==> config.mk <==
export PLATFORM = sky130hd
export DESIGN_NAME = hdx_uart_tx
export DESIGN_NICKNAME = d
export VERILOG_FILES = /design/src/rtl/hdx_pkg.sv /design/src/rtl/hdx_tx_ctrl.sv /design/src/rtl/hdx_tx_datapath.sv /design/src/rtl/hdx_uart_tx.sv
export SDC_FILE = /design/constraint.sdc
export NUM_CORES = 1
export LEC_CHECK = 0
export ABC_AREA = 1
export ABC_CLOCK_PERIOD_IN_PS = 4300
export BUFFER_PORTS_ARGS = -buffer_cell sky130_fd_sc_hd__buf_2
export CORE_ASPECT_RATIO = 0.75
export CORE_MARGIN = 2
export CORE_UTILIZATION = 50
export CTS_BUF_LIST = sky130_fd_sc_hd__clkbuf_2
export CTS_CLUSTER_DIAMETER = 50
export CTS_CLUSTER_SIZE = 14
export DETAILED_ROUTE_END_ITERATION = 10
export MAX_ROUTING_LAYER = met4
export PLACE_DENSITY_LB_ADDON = 0.05
export SKIP_LAST_GASP = 1
export SYNTH_ARGS = -nofsm -noshare
export SYNTH_HDL_FRONTEND = slang
export SYNTH_HIERARCHICAL = 1
export SYNTH_SLANG_ARGS = --single-unit
==> constraint.sdc <==
create_clock -name clk -period 4.3 [get_ports clk]
set_clock_uncertainty 0.1 [all_clocks]
set_input_delay 0.645 -clock clk [delete_from_list [all_inputs] [get_ports clk]]
set_output_delay 0.645 -clock clk [all_outputs]
set_load 0.005 [all_outputs]
==> src/rtl/hdx_pkg.sv <==
package hdx_pkg;
  // Value of the mode field that turns on line-driver control.
  localparam logic [3:0] BUS_MODE_CODE = 4'h1;

  // Strobes from the control to the datapath, one cycle wide.
  typedef struct packed {
    logic capture;   // take wrData into the holding register
    logic load;      // move the held byte into the shift register as a frame
    logic shift;     // advance to the next bit of the frame
  } txStrobe_t;
endpackage

==> src/rtl/hdx_tx_ctrl.sv <==
module hdx_tx_ctrl
  import hdx_pkg::*;
#(
  parameter int DATA_W  = 8,
  parameter int GUARD_W = 8
) (
  input  logic               clk,
  input  logic               rstN,
  input  logic               baudTick,
  input  logic               wrStrobe,
  input  logic [GUARD_W-1:0] guardBits,
  output txStrobe_t          strb,
  output logic               holdFull,
  output logic               shifterBusy
);
  localparam int FRAME_BITS = DATA_W + 3;
  localparam int CNT_W      = $clog2(FRAME_BITS);
  localparam logic [CNT_W-1:0] LAST_BIT = CNT_W'(FRAME_BITS - 1);

  typedef enum logic [1:0] {ST_IDLE, ST_SEND, ST_GUARD} txState_t;

  txState_t           state;
  logic [CNT_W-1:0]   bitCnt;
  logic [GUARD_W-1:0] guardLatch;
  logic [GUARD_W-1:0] guardCnt;
  logic               slotEnds;

  // The current slot is the last one of the character, so the shifter is free at the next tick.
  always_comb begin
    slotEnds = 1'b0;
    unique case (state)
      ST_IDLE:  slotEnds = 1'b1;
      ST_SEND:  slotEnds = (bitCnt == LAST_BIT) && (guardLatch == '0);
      ST_GUARD: slotEnds = (guardCnt == GUARD_W'(1));
      default:  slotEnds = 1'b1;
    endcase
    strb.capture = wrStrobe;
    strb.load    = baudTick && slotEnds && holdFull;
    strb.shift   = baudTick && (state == ST_SEND);
  end

  assign shifterBusy = (state != ST_IDLE);

  always_ff @(posedge clk or negedge rstN) begin
    if (!rstN) begin
      holdFull <= 1'b0;
    end else if (wrStrobe) begin
      holdFull <= 1'b1;
    end else if (strb.load) begin
      holdFull <= 1'b0;
    end
  end

  always_ff @(posedge clk or negedge rstN) begin
    if (!rstN) begin
      state      <= ST_IDLE;
      bitCnt     <= '0;
      guardLatch <= '0;
      guardCnt   <= '0;
    end else if (strb.load) begin
      state      <= ST_SEND;
      bitCnt     <= '0;
      guardLatch <= guardBits;
    end else if (baudTick) begin
      unique case (state)
        ST_SEND: begin
          if (bitCnt == LAST_BIT) begin
            if (guardLatch != '0) begin
              state    <= ST_GUARD;
              guardCnt <= guardLatch;
            end else begin
              state <= ST_IDLE;
            end
          end else begin
            bitCnt <= bitCnt + CNT_W'(1);
          end
        end
        ST_GUARD: begin
          if (guardCnt == GUARD_W'(1)) state <= ST_IDLE;
          else                         guardCnt <= guardCnt - GUARD_W'(1);
        end
        default: state <= ST_IDLE;
      endcase
    end
  end
endmodule

==> src/rtl/hdx_tx_datapath.sv <==
module hdx_tx_datapath
  import hdx_pkg::*;
#(
  parameter int DATA_W = 8
) (
  input  logic              clk,
  input  logic              rstN,
  input  txStrobe_t         strb,
  input  logic [DATA_W-1:0] wrData,
  input  logic              oddParity,
  output logic              txd
);
  localparam int FRAME_BITS = DATA_W + 3;

  logic [DATA_W-1:0]     holdData;
  logic [FRAME_BITS-1:0] shiftReg;
  logic                  parityBit;

  assign parityBit = oddParity ? ~(^holdData) : ^holdData;

  always_ff @(posedge clk or negedge rstN) begin
    if (!rstN)             holdData <= '0;
    else if (strb.capture) holdData <= wrData;
  end

  // Bit 0 is on the line; after the stop bit has gone out, the register is all ones, so txd idles high.
  always_ff @(posedge clk or negedge rstN) begin
    if (!rstN)          shiftReg <= '1;
    else if (strb.load) shiftReg <= {1'b1, parityBit, holdData, 1'b0};
    else if (strb.shift) shiftReg <= {1'b1, shiftReg[FRAME_BITS-1:1]};
  end

  assign txd = shiftReg[0];
endmodule

==> src/rtl/hdx_uart_tx.sv <==
module hdx_uart_tx
  import hdx_pkg::*;
#(
  parameter int DATA_W  = 8,
  parameter int GUARD_W = 8
) (
  input  logic               clk,
  input  logic               rstN,
  input  logic               baudTick,
  input  logic               wrStrobe,
  input  logic [DATA_W-1:0]  wrData,
  input  logic [3:0]         modeSel,
  input  logic               oddParity,
  input  logic [GUARD_W-1:0] guardBits,
  input  logic               manualRts,
  output logic               txd,
  output logic               txReady,
  output logic               txEmpty,
  output logic               rts
);
  txStrobe_t strb;
  logic      holdFull;
  logic      shifterBusy;
  logic      busMode;

  hdx_tx_ctrl #(.DATA_W(DATA_W), .GUARD_W(GUARD_W)) u_ctrl (
    .clk(clk), .rstN(rstN), .baudTick(baudTick), .wrStrobe(wrStrobe),
    .guardBits(guardBits), .strb(strb), .holdFull(holdFull), .shifterBusy(shifterBusy)
  );

  hdx_tx_datapath #(.DATA_W(DATA_W)) u_dp (
    .clk(clk), .rstN(rstN), .strb(strb), .wrData(wrData),
    .oddParity(oddParity), .txd(txd)
  );

  assign busMode = (modeSel == BUS_MODE_CODE);
  assign txReady = !holdFull;
  assign txEmpty = !holdFull && !shifterBusy;
  assign rts     = busMode ? !txEmpty : manualRts;
endmodule

==> flow_summary.toml, run 1 <==
[clocking]
cts_setup_buffers = 0
cts.path.max_buffers = 2
clk_pin_slew_worst_paths_ns = 0.21
ctsRootBufferMaster = "clkbuf_2"
cts.sinks = 41
cts-buffers-inserted = 5
cts.htree.levels = 2
clk_latency_ns = 0.38
cts_resized = 0
cts_tree = "built"
ctsHoldBuffers = 0

[sta]
rsz0062_at_grt = "no"
setup_violations = 0
worst_slew_pin_slew_ns = 0.9094
fin_crit_ns = 2.422
timing.final.max_slew_violations = 0
hold_viol = 0
setup_tns_ns = 0
fin_ws_ns = 1.878
hold_ws_ns = 0.2504
slew_headroom_pct = 39.37
post-route-period-util_pct = 56.33
fmax_mhz = 412.9

[route]
ant_nets = 0
routedWlPerCell_um = 12.46
dr.first_iter.drc_count = 136
viasPerCell = 5.028
drcViolationCount = 0
drt-total-wl_um = 4883
drt-pass1-iter-count = 4
vias = 1971

[layout]
syn2layout_area_growth_pct = 8.775
drive_gt1_share_pct = 20.90
fillers = 419
n_antenna_cell = 0
final_nets = 367
instances_no_fill = 392
layout_commonest_cell = "nand2_1"
final-seq-area_um2 = 1039
fin_util_pct = 57.31
layout_common_cells = "82 x nand2_1, 41 x inv_1, 31 x dfrtp_1, 29 x buf_2, 27 x nor2_1"
multi_input_area_um2 = 1102

[floorplanning]
io-pin-count = 30
dieHeight_um = 63.76
start_util_pct = 52.69
fp.dieArea_um2 = 5336
core-area_um2 = 4519
rows = 21
die-width_um = 83.69

[setup_path]
cp-end-kind = "flip-flop"
timing_worst_setup_path_type = "reg2reg"
regToRegStartpoint = "u_ctrl/state[0]$_DFFE_PN0P_"
r2r_end = "u_dp/shiftReg[6]$_DFFE_PN1P_"
crit_path_max_fanout = 26
arrival_ns = 2.64
crit_path_start = "u_ctrl/state[0]$_DFFE_PN0P_"
crit_path_start_kind = "flip-flop"
r2r_cells = 9
r2r_slack_ns = 1.88
crit_required_ns = 4.52

[grt]
grt_pass1_vias = 1838
antenna_found_initial = 0
grt_max_degree = 42
grt_pass1_wl_um = 8528
grt_overflow_total = 0
grt.total_usage_pct = 20.52

[yosys]
synth_warnings = 6
ys_seq_area_share_pct = 43.62
syn_area_um2 = 2381
synth_cells = 307
yosysUniqueCellTypes = 32
yosys.area.top_type = "dfrtp_1"
postSynthAreaPerCell_um2 = 7.756
yosys_register_bits = 41
synth_area_leaders = "dfrtp_1 33%, nand2_1 13%, dfstp_2 11%, inv_1 6.5%, o21ai_0 4.6%"
syn-num-nets = 340
synth.top_cell.area_share_pct = 32.58

[place]
dp_cells = 384
dp_hpwl_um = 3534
routabilityCongestion = 0.8118
dp_slack_ns = 1.912
place.port_buffers = 29

[job]
cap_violations = 0

[outcome]
status = "finished, final reports clean"

[pwr]
seqPwrFrac_pct = 39.1
ir_drop_uv = 328.4
power_frac_comb_pct = 48.0
p_leak_nw = 1.380
swShare_pct = 44.70
p_switching_w = 0.0007752
p_int_w = 0.0009592
powerDensity_nw_per_um2 = 669.6
clkPwrFrac_pct = 12.9

[hold_path]
hold_class = "in2async"
[critical path, stage by stage (launching register included)]
cell     delay [ns]
dfrtp_1        0.42
inv_1          0.10
ha_1           0.39
a21oi_2        0.12
nand2_2        0.09
nand3_4        0.22
inv_2          0.41
or2_4          0.29
o21ai_0        0.11
o22ai_1        0.13
[worst max path at each step]
stage	end	cells after the start	slack, ns
3_5_place_dp	u_dp/shiftReg[6]$_DFFE_PN1P_	9	1.91
4_1_cts	u_dp/shiftReg[6]$_DFFE_PN1P_	9	1.88
6_report	u_dp/shiftReg[6]$_DFFE_PN1P_	9	1.88
5_1_grt	u_dp/shiftReg[1]$_DFFE_PN1P_	9	1.63
3_3_place_gp	u_dp/shiftReg[1]$_DFFE_PN1P_	9	2.00
2_1_floorplan	u_dp/shiftReg[9]$_DFFE_PN1P_	12	2.38
[power groups by stage]
stage / registers, W / clock network (W) / logic [W]
after global routing: 0.000699 / 0.000252 / 0.000963
after detailed placement: 0.000685 / 0 / 0.000826
after global placement: 0.000684 / 0 / 0.000810
after CTS: 0.000677 / 0.000232 / 0.000830
final: 0.000678 / 0.000224 / 0.000832
after floorplan: 0.000657 / 0 / 0.000705
[state kept, by name (all words and copies together), names as in the netlist]
register and cells:
u_ctrl/bitCnt 4, u_dp/shiftReg 10, u_ctrl/state 2, u_dp/holdData 8, u_ctrl/guardLatch 8, u_ctrl/guardCnt 8, u_ctrl/holdFull 1
[per-layer routing]
layer / routed length (um) / GRT usage (%)
met5: 0 / -
met4: 30 / 4.839
met3: 292 / 4.780
met2: 1911 / 28.50
met1: 2648 / 30.46
[cell type report]
cell class | instances | area share (%)
sequential | 41 | 40.10
timing repair buffer | 29 | 5.604
inverter | 45 | 6.522
clock buffer | 6 | 1.159
multi-input combinational | 212 | 42.56
tap | 57 | 2.754
clock inverter | 2 | 1.304
[cell families (layout without fill, tap and decap cells)]
| group | Yosys count | count (layout) | share of synthesized area (%) |
|---|---|---|---|
| mux | 2 | 2 | 0.9458 |
| compound gates | 48 | 48 | 11.35 |
| simple gates | 152 | 152 | 29.22 |
| flops | 41 | 41 | 43.62 |
| fa+ha+maj | 7 | 7 | 3.678 |
| buf+inv | 54 | 82 | 10.09 |
| xor+xnor | 3 | 3 | 1.104 |
[metrics by stage]
step           total power [W]  cell area [um2]
2_1_floorplan         0.001362             2381
3_3_place_gp          0.001494             2526
3_5_place_dp          0.001511             2526
4_1_cts               0.001738             2590
5_1_grt               0.001914             2590
6_report              0.001734             2590
[synth_stat cells]
cell type	count
dfrtp_1	31
a21oi_2	2
nand2_1	82
or2_4	1
inv_2	4
buf_1	1
xor2_1	3
mux2_1	2
o211ai_2	1
buf_6	2
clkbuf_1	2
o21ai_1	7
o21bai_1	2
ha_1	7
nand3_4	2
inv_1	41
buf_4	3
nor2_1	27
a31oi_1	1
nor2_2	5
nand4_1	13
o22ai_1	5
nor2_4	1
buf_8	1
and2_1	1
a21oi_1	7
nand2_2	8
nand3b_1	1
a21o_1	1
nand3_1	11
dfstp_2	10
o21ai_0	22
(Power assumes the default switching activity.)
==> inputs of run 2 (changes only) <==
- ABC_CLOCK_PERIOD_IN_PS: 4300 -> 2500
- clock period: 4.3 -> 2.5 ns (I/O delays scaled with it)
==> run 2 against run 1 <==
Utilization rose by 0.19 points. Highest routed layer unchanged. Sequential power increased by 71%. Critical endpoint is now rts. Critical path type is now reg2out. First-iteration DRC count rose by 18%. Global-route usage grew 1.3 points. Critical path depth shrank 1. Power rose by 70%. Register-to-register slack got worse by 1.4 ns. Largest cell class unchanged.
==> flow_summary.toml, run 2 (synthesis results as in run 1) <==
[floorplanning]
core-area_um2 = 4519
dieHeight_um = 63.76
rows = 21
fp.dieArea_um2 = 5336
die-width_um = 83.69
start_util_pct = 52.69
io-pin-count = 30

[layout]
n_antenna_cell = 0
largest_reg_flops = 10
instances_no_fill = 396
syn2layout_area_growth_pct = 9.143
final_nets = 371
fin_util_pct = 57.50
layout_common_cells = "82 x nand2_1, 41 x inv_1, 31 x dfrtp_1, 29 x buf_2, 27 x nor2_1"
layout_commonest_cell = "nand2_1"
drive_gt1_share_pct = 21.83
top_register = "u_dp/shiftReg"

[setup_path]
slowest_stage = "dfrtp_1"
timing_worst_setup_path_type = "reg2out"
crit_path_start_kind = "flip-flop"
path_common_cell = "inv_1"
cp.buffers_inverters = 4
crit_family = "flip-flops"
crit_required_ns = 2.03
arrival_ns = 1.53
cp.depth = 8
r2r_cells = 10
crit_path_max_fanout = 3
cp-end-kind = "output port"
path_cells = "inv_1 -> ha_1 -> inv_1 -> inv_1 -> nand2_1 -> nand3_1 -> nand2_1 -> buf_2"
crit_path_max_incr_delay_ns = 0.44

[clocking]
cts-buffers-inserted = 5
cts_resized = 0
cts.sinks = 41
cts_tree = "built"
cts_setup_buffers = 0
cts.path.max_buffers = 2
clk_latency_ns = 0.40
cts.htree.levels = 2
ctsRootBufferMaster = "clkbuf_2"
clk_pin_slew_worst_paths_ns = 0.22

[place]
routabilityCongestion = 0.9055
dp_cells = 387
place.port_buffers = 29
dp_hpwl_um = 3646

[grt]
grt_overflow_total = 0
grt_pass1_vias = 1886
antenna_found_initial = 0
grt.total_usage_pct = 21.85
grt_pass1_wl_um = 9018
grt_max_degree = 40

[hold_path]
hold_class = "in2reg"
hold_depth = 3

[pwr]
ir_drop_uv = 473.8
powerDensity_nw_per_um2 = 1133
p_leak_nw = 1.390
clkPwrFrac_pct = 9.8
seqPwrFrac_pct = 39.5
swShare_pct = 46.57
p_int_w = 0.001574
power_frac_comb_pct = 50.7
p_switching_w = 0.001371

[route]
drt-pass1-iter-count = 4
drcViolationCount = 0
vias = 2057
ant_nets = 0
dr_wl_met2_um = 1933
drt-total-wl_um = 5037
routedWlPerCell_um = 12.72
viasPerCell = 5.194
routed.top_layer = "met4"
wl_met3_um = 318
wl_met1_um = 2763
dr.first_iter.drc_count = 161

[sta]
hold_ws_ns = 0.05825
fin_crit_ns = 2.009
post-route-period-util_pct = 80.38
timing.final.max_slew_violations = 0
setup_tns_ns = 0
hold_viol = 0
setup_violations = 0
worst_slew_pin_slew_ns = 0.8613
fmax_mhz = 497.7
rsz0062_at_grt = "no"
slew_headroom_pct = 42.58

[job]
cap_violations = 0

[outcome]
status = "finished, final reports clean"
==> run 2: cell count changes in the layout (fill, tap and decap cells not counted), sizes merged <==
cell / delta
buf: +3
bufinv: -1
clkinv: +1
dlygate4sd3: +1
==> run 2: through the flow <==
stage	total power, W	instance area [um2]	setup WS (ns)
floorplan	0.002343	2381	0.5796
detailed placement	0.002649	2549	0.5439
finish	0.002945	2599	0.4906
global placement	0.002623	2549	0.6145
global route	0.003251	2599	0.3166
CTS	0.002946	2599	0.4580
==> run 2: area by class of cell <==
type / instances / area [um2]
clock buffers: 6 / 30.03
clock inverters: 2 / 10.01
fillers: 437 / 1921
inverters: 45 / 168.9
multi-input cells: 212 / 1102
flip-flops and latches: 41 / 1039
well taps: 57 / 71.32
repair buffers: 33 / 177.7
==> run 2: repair_timing <==
item                       in CTS  in global routing
setup endpoints to repair       0                  0
hold endpoints to repair       31                  0
hold buffers                    1                  0
==> run 2: path summary, 6_finish.rpt <==
path | start | to | slack (ns)
worst min-delay path | wrData[1] | u_dp/holdData[1]$_DFFE_PN0P_ | 0.06
worst max register to register | u_ctrl/state[0]$_DFFE_PN0P_ | u_dp/shiftReg[7]$_DFFE_PN1P_ | 0.52
max in group asynchronous | rstN | u_dp/shiftReg[3]$_DFFE_PN1P_ | 1.13
worst min register to register | u_dp/shiftReg[0]$_DFFE_PN1P_ | u_dp/shiftReg[0]$_DFFE_PN1P_ | 0.39
min in group asynchronous | rstN | u_ctrl/guardLatch[3]$_DFFE_PN0P_ | 0.49
worst max-delay path | u_ctrl/state[1]$_DFFE_PN0P_ | rts | 0.49
==> run 2: worst register-to-register path: stages (launching register included) <==
cell	delay (ns)
dfrtp_1	0.43
inv_1	0.10
ha_1	0.38
a21oi_2	0.12
nand2_2	0.09
nand3_4	0.07
inv_2	0.16
buf_4	0.24
a21oi_1	0.06
a21oi_1	0.14
nor2_1	0.06
==> run 2: power groups by stage <==
stage,Clock (W),Combinational (W),Sequential (W)
after floorplan,0,0.00121,0.00113
after global placement,0,0.00145,0.00117
after detailed placement,0,0.00148,0.00117
after CTS,0.000304,0.00148,0.00116
after global routing,0.000321,0.00173,0.00120
final,0.000289,0.00149,0.00116
==> run 2: routing by layer <==
layer,track usage [%],vias to the layer above
met3,4.910,2
met4,6.855,0
li1,-,1043
met2,29.50,62
met5,-,-
met1,32.56,950
==> inputs of run 3 (changes only) <==
- ABC_CLOCK_PERIOD_IN_PS: 2500 -> 2000
- clock period: 2.5 -> 2 ns (I/O delays scaled with it)
==> run 3 against run 2 <==
Critical path type is now reg2reg. Largest cell class unchanged. Critical path depth increased by 2. Clock-buffer cell count decreased by 1. Global-route usage increased by 1.1 points.
==> flow_summary.toml, run 3 (synthesis results as in run 1) <==
[clocking]
cts.path.max_buffers = 2
ctsRootBufferMaster = "clkbuf_2"
cts.sinks = 41
clk_pin_slew_worst_paths_ns = 0.22
cts_tree = "built"
cts-buffers-inserted = 5
clk_latency_ns = 0.39
cts.htree.levels = 2

[route]
vias = 2107
dr_wl_met2_um = 2177
ant_nets = 0
drt-pass1-iter-count = 5
wl_met3_um = 321
wl_met1_um = 2910
routedWlPerCell_um = 12.84
viasPerCell = 4.981
routed.top_layer = "met4"
drt-total-wl_um = 5430
dr.first_iter.drc_count = 187
drcViolationCount = 0

[floorplanning]
start_util_pct = 52.69
dieHeight_um = 63.76
io-pin-count = 30
core-area_um2 = 4519
rows = 21
die-width_um = 83.69
fp.dieArea_um2 = 5336

[layout]
drive_gt1_share_pct = 27.05
n_antenna_cell = 0
final-seq-area_um2 = 1039
final_cell_area_um2 = 2944
final_nets = 398
layout_common_cells = "81 x nand2_1, 35 x inv_1, 31 x dfrtp_1, 29 x buf_2, 26 x nor2_1"
fillers = 418
layout_commonest_cell = "nand2_1"
largest_reg_flops = 10
top_register = "u_dp/shiftReg"
syn2layout_area_growth_pct = 23.65
instances_no_fill = 423
multi_input_area_um2 = 1156

[job]
cap_violations = 0

[setup_path]
cp.buffers_inverters = 2
crit_path_start_kind = "flip-flop"
r2r_end = "u_dp/shiftReg[4]$_DFFE_PN1P_"
crit_path_start = "u_ctrl/guardCnt[2]$_DFFE_PN0P_"
crit_path_max_incr_delay_ns = 0.48
regToRegStartpoint = "u_ctrl/guardCnt[2]$_DFFE_PN0P_"
r2r_cells = 10
path_cells = "nor2_2 -> nand2_2 -> nor2_2 -> a21oi_2 -> nand2_2 -> nand3_4 -> inv_6 -> clkinvlp_4 -> o21ai_0 -> o22ai_1"
r2r_slack_ns = 0.14
timing_worst_setup_path_type = "reg2reg"
crit_path_max_fanout = 7
crit_required_ns = 2.26
cp-end-kind = "flip-flop"
slowest_stage = "dfrtp_1"
arrival_ns = 2.12
crit_family = "simple AND/OR/NAND/NOR gates"

[grt]
grt_pass1_vias = 2020
grt_overflow_total = 0
grt_max_degree = 28
antenna_found_initial = 0
grt_pass1_wl_um = 9501
grt.total_usage_pct = 22.94

[pwr]
p_leak_nw = 1.529
total_power_w = 0.004290
powerDensity_nw_per_um2 = 1457
ir_drop_uv = 750.1

[sta]
worst_slew_pin_slew_ns = 0.5978
fin_ws_ns = 0.1354
slew_headroom_pct = 60.15
hold_viol = 0
timing.final.max_slew_violations = 0
post-route-period-util_pct = 93.23
fmax_mhz = 536.3
fin_crit_ns = 1.865
setup_violations = 0
setup_tns_ns = 0

[outcome]
status = "finished, final reports clean"

[place]
dp_cells = 391
routabilityCongestion = 0.8627
placed_area_um2 = 2579
dp_hpwl_um = 3761
dp_slack_ns = 0.1099
place.port_buffers = 29

[hold_path]
hold_depth = 3
hold_class = "in2reg"
holdPathEnd = "u_ctrl/guardLatch[3]$_DFFE_PN0P_"
hold_start = "guardBits[3]"
-- run 3: final cells by class --
cell class,instances,share of cell area (%)
tap,57,2.422
timing repair buffer,58,13.94
clock buffer,5,0.8500
sequential,41,35.27
inverter,45,6.035
multi-input combinational,214,39.27
clock inverter,3,2.210
-- run 3: how the worst max path moves through the flow --
| stage | to | slack, ns | cells past startpoint |
|---|---|---|---|
| after global placement | u_ctrl/guardCnt[0]$_DFFE_PN0P_ | 0.16 | 10 |
| after CTS | rts | 0.05 | 8 |
| after floorplan | u_dp/shiftReg[9]$_DFFE_PN1P_ | 0.08 | 12 |
| final | u_dp/shiftReg[4]$_DFFE_PN1P_ | 0.14 | 10 |
| after detailed placement | u_dp/shiftReg[1]$_DFFE_PN1P_ | 0.11 | 11 |
| after global routing | rts | -0.02 | 8 |
-- run 3: metrics by stage --
| step | util [%] | hold WS [ns] |
|---|---|---|
| floorplan | - | -0.09559 |
| global placement | 57.06 | 0.2425 |
| detailed placement | 57.06 | 0.2459 |
| CTS | 62.15 | 0.003941 |
| global route | 65.14 | 0.01032 |
| finish | 65.14 | 0.03836 |
-- run 3: power by group --
part	internal, W	switching, W	leakage, nW
registers	0.00122	0.000245	0.489
logic	0.000877	0.00133	0.987
clock network	0.000335	0.000282	0.0529
total	0.00243	0.00186	1.53
-- run 3: metal layers --
layer / track usage [%] / vias up
li1: - / 1100
met1: 33.97 / 941
met2: 32.00 / 64
met3: 5.168 / 2
met5: - / -
met4: 5.645 / 0
-- run 3: timing repair --
action | 4_1_cts | 5_1_grt
hold buffers | 14 | 2
endpoints found under the setup margin | 0 | 27
resized for setup | 0 | 21
setup buffers | 0 | 6
hold endpoints to repair | 29 | 2
-- run 3: tightest hold or removal path, cell delays in order --
cell	delay (ns)
buf_2	0.08
nand2_1	0.05
o21ai_1	0.06
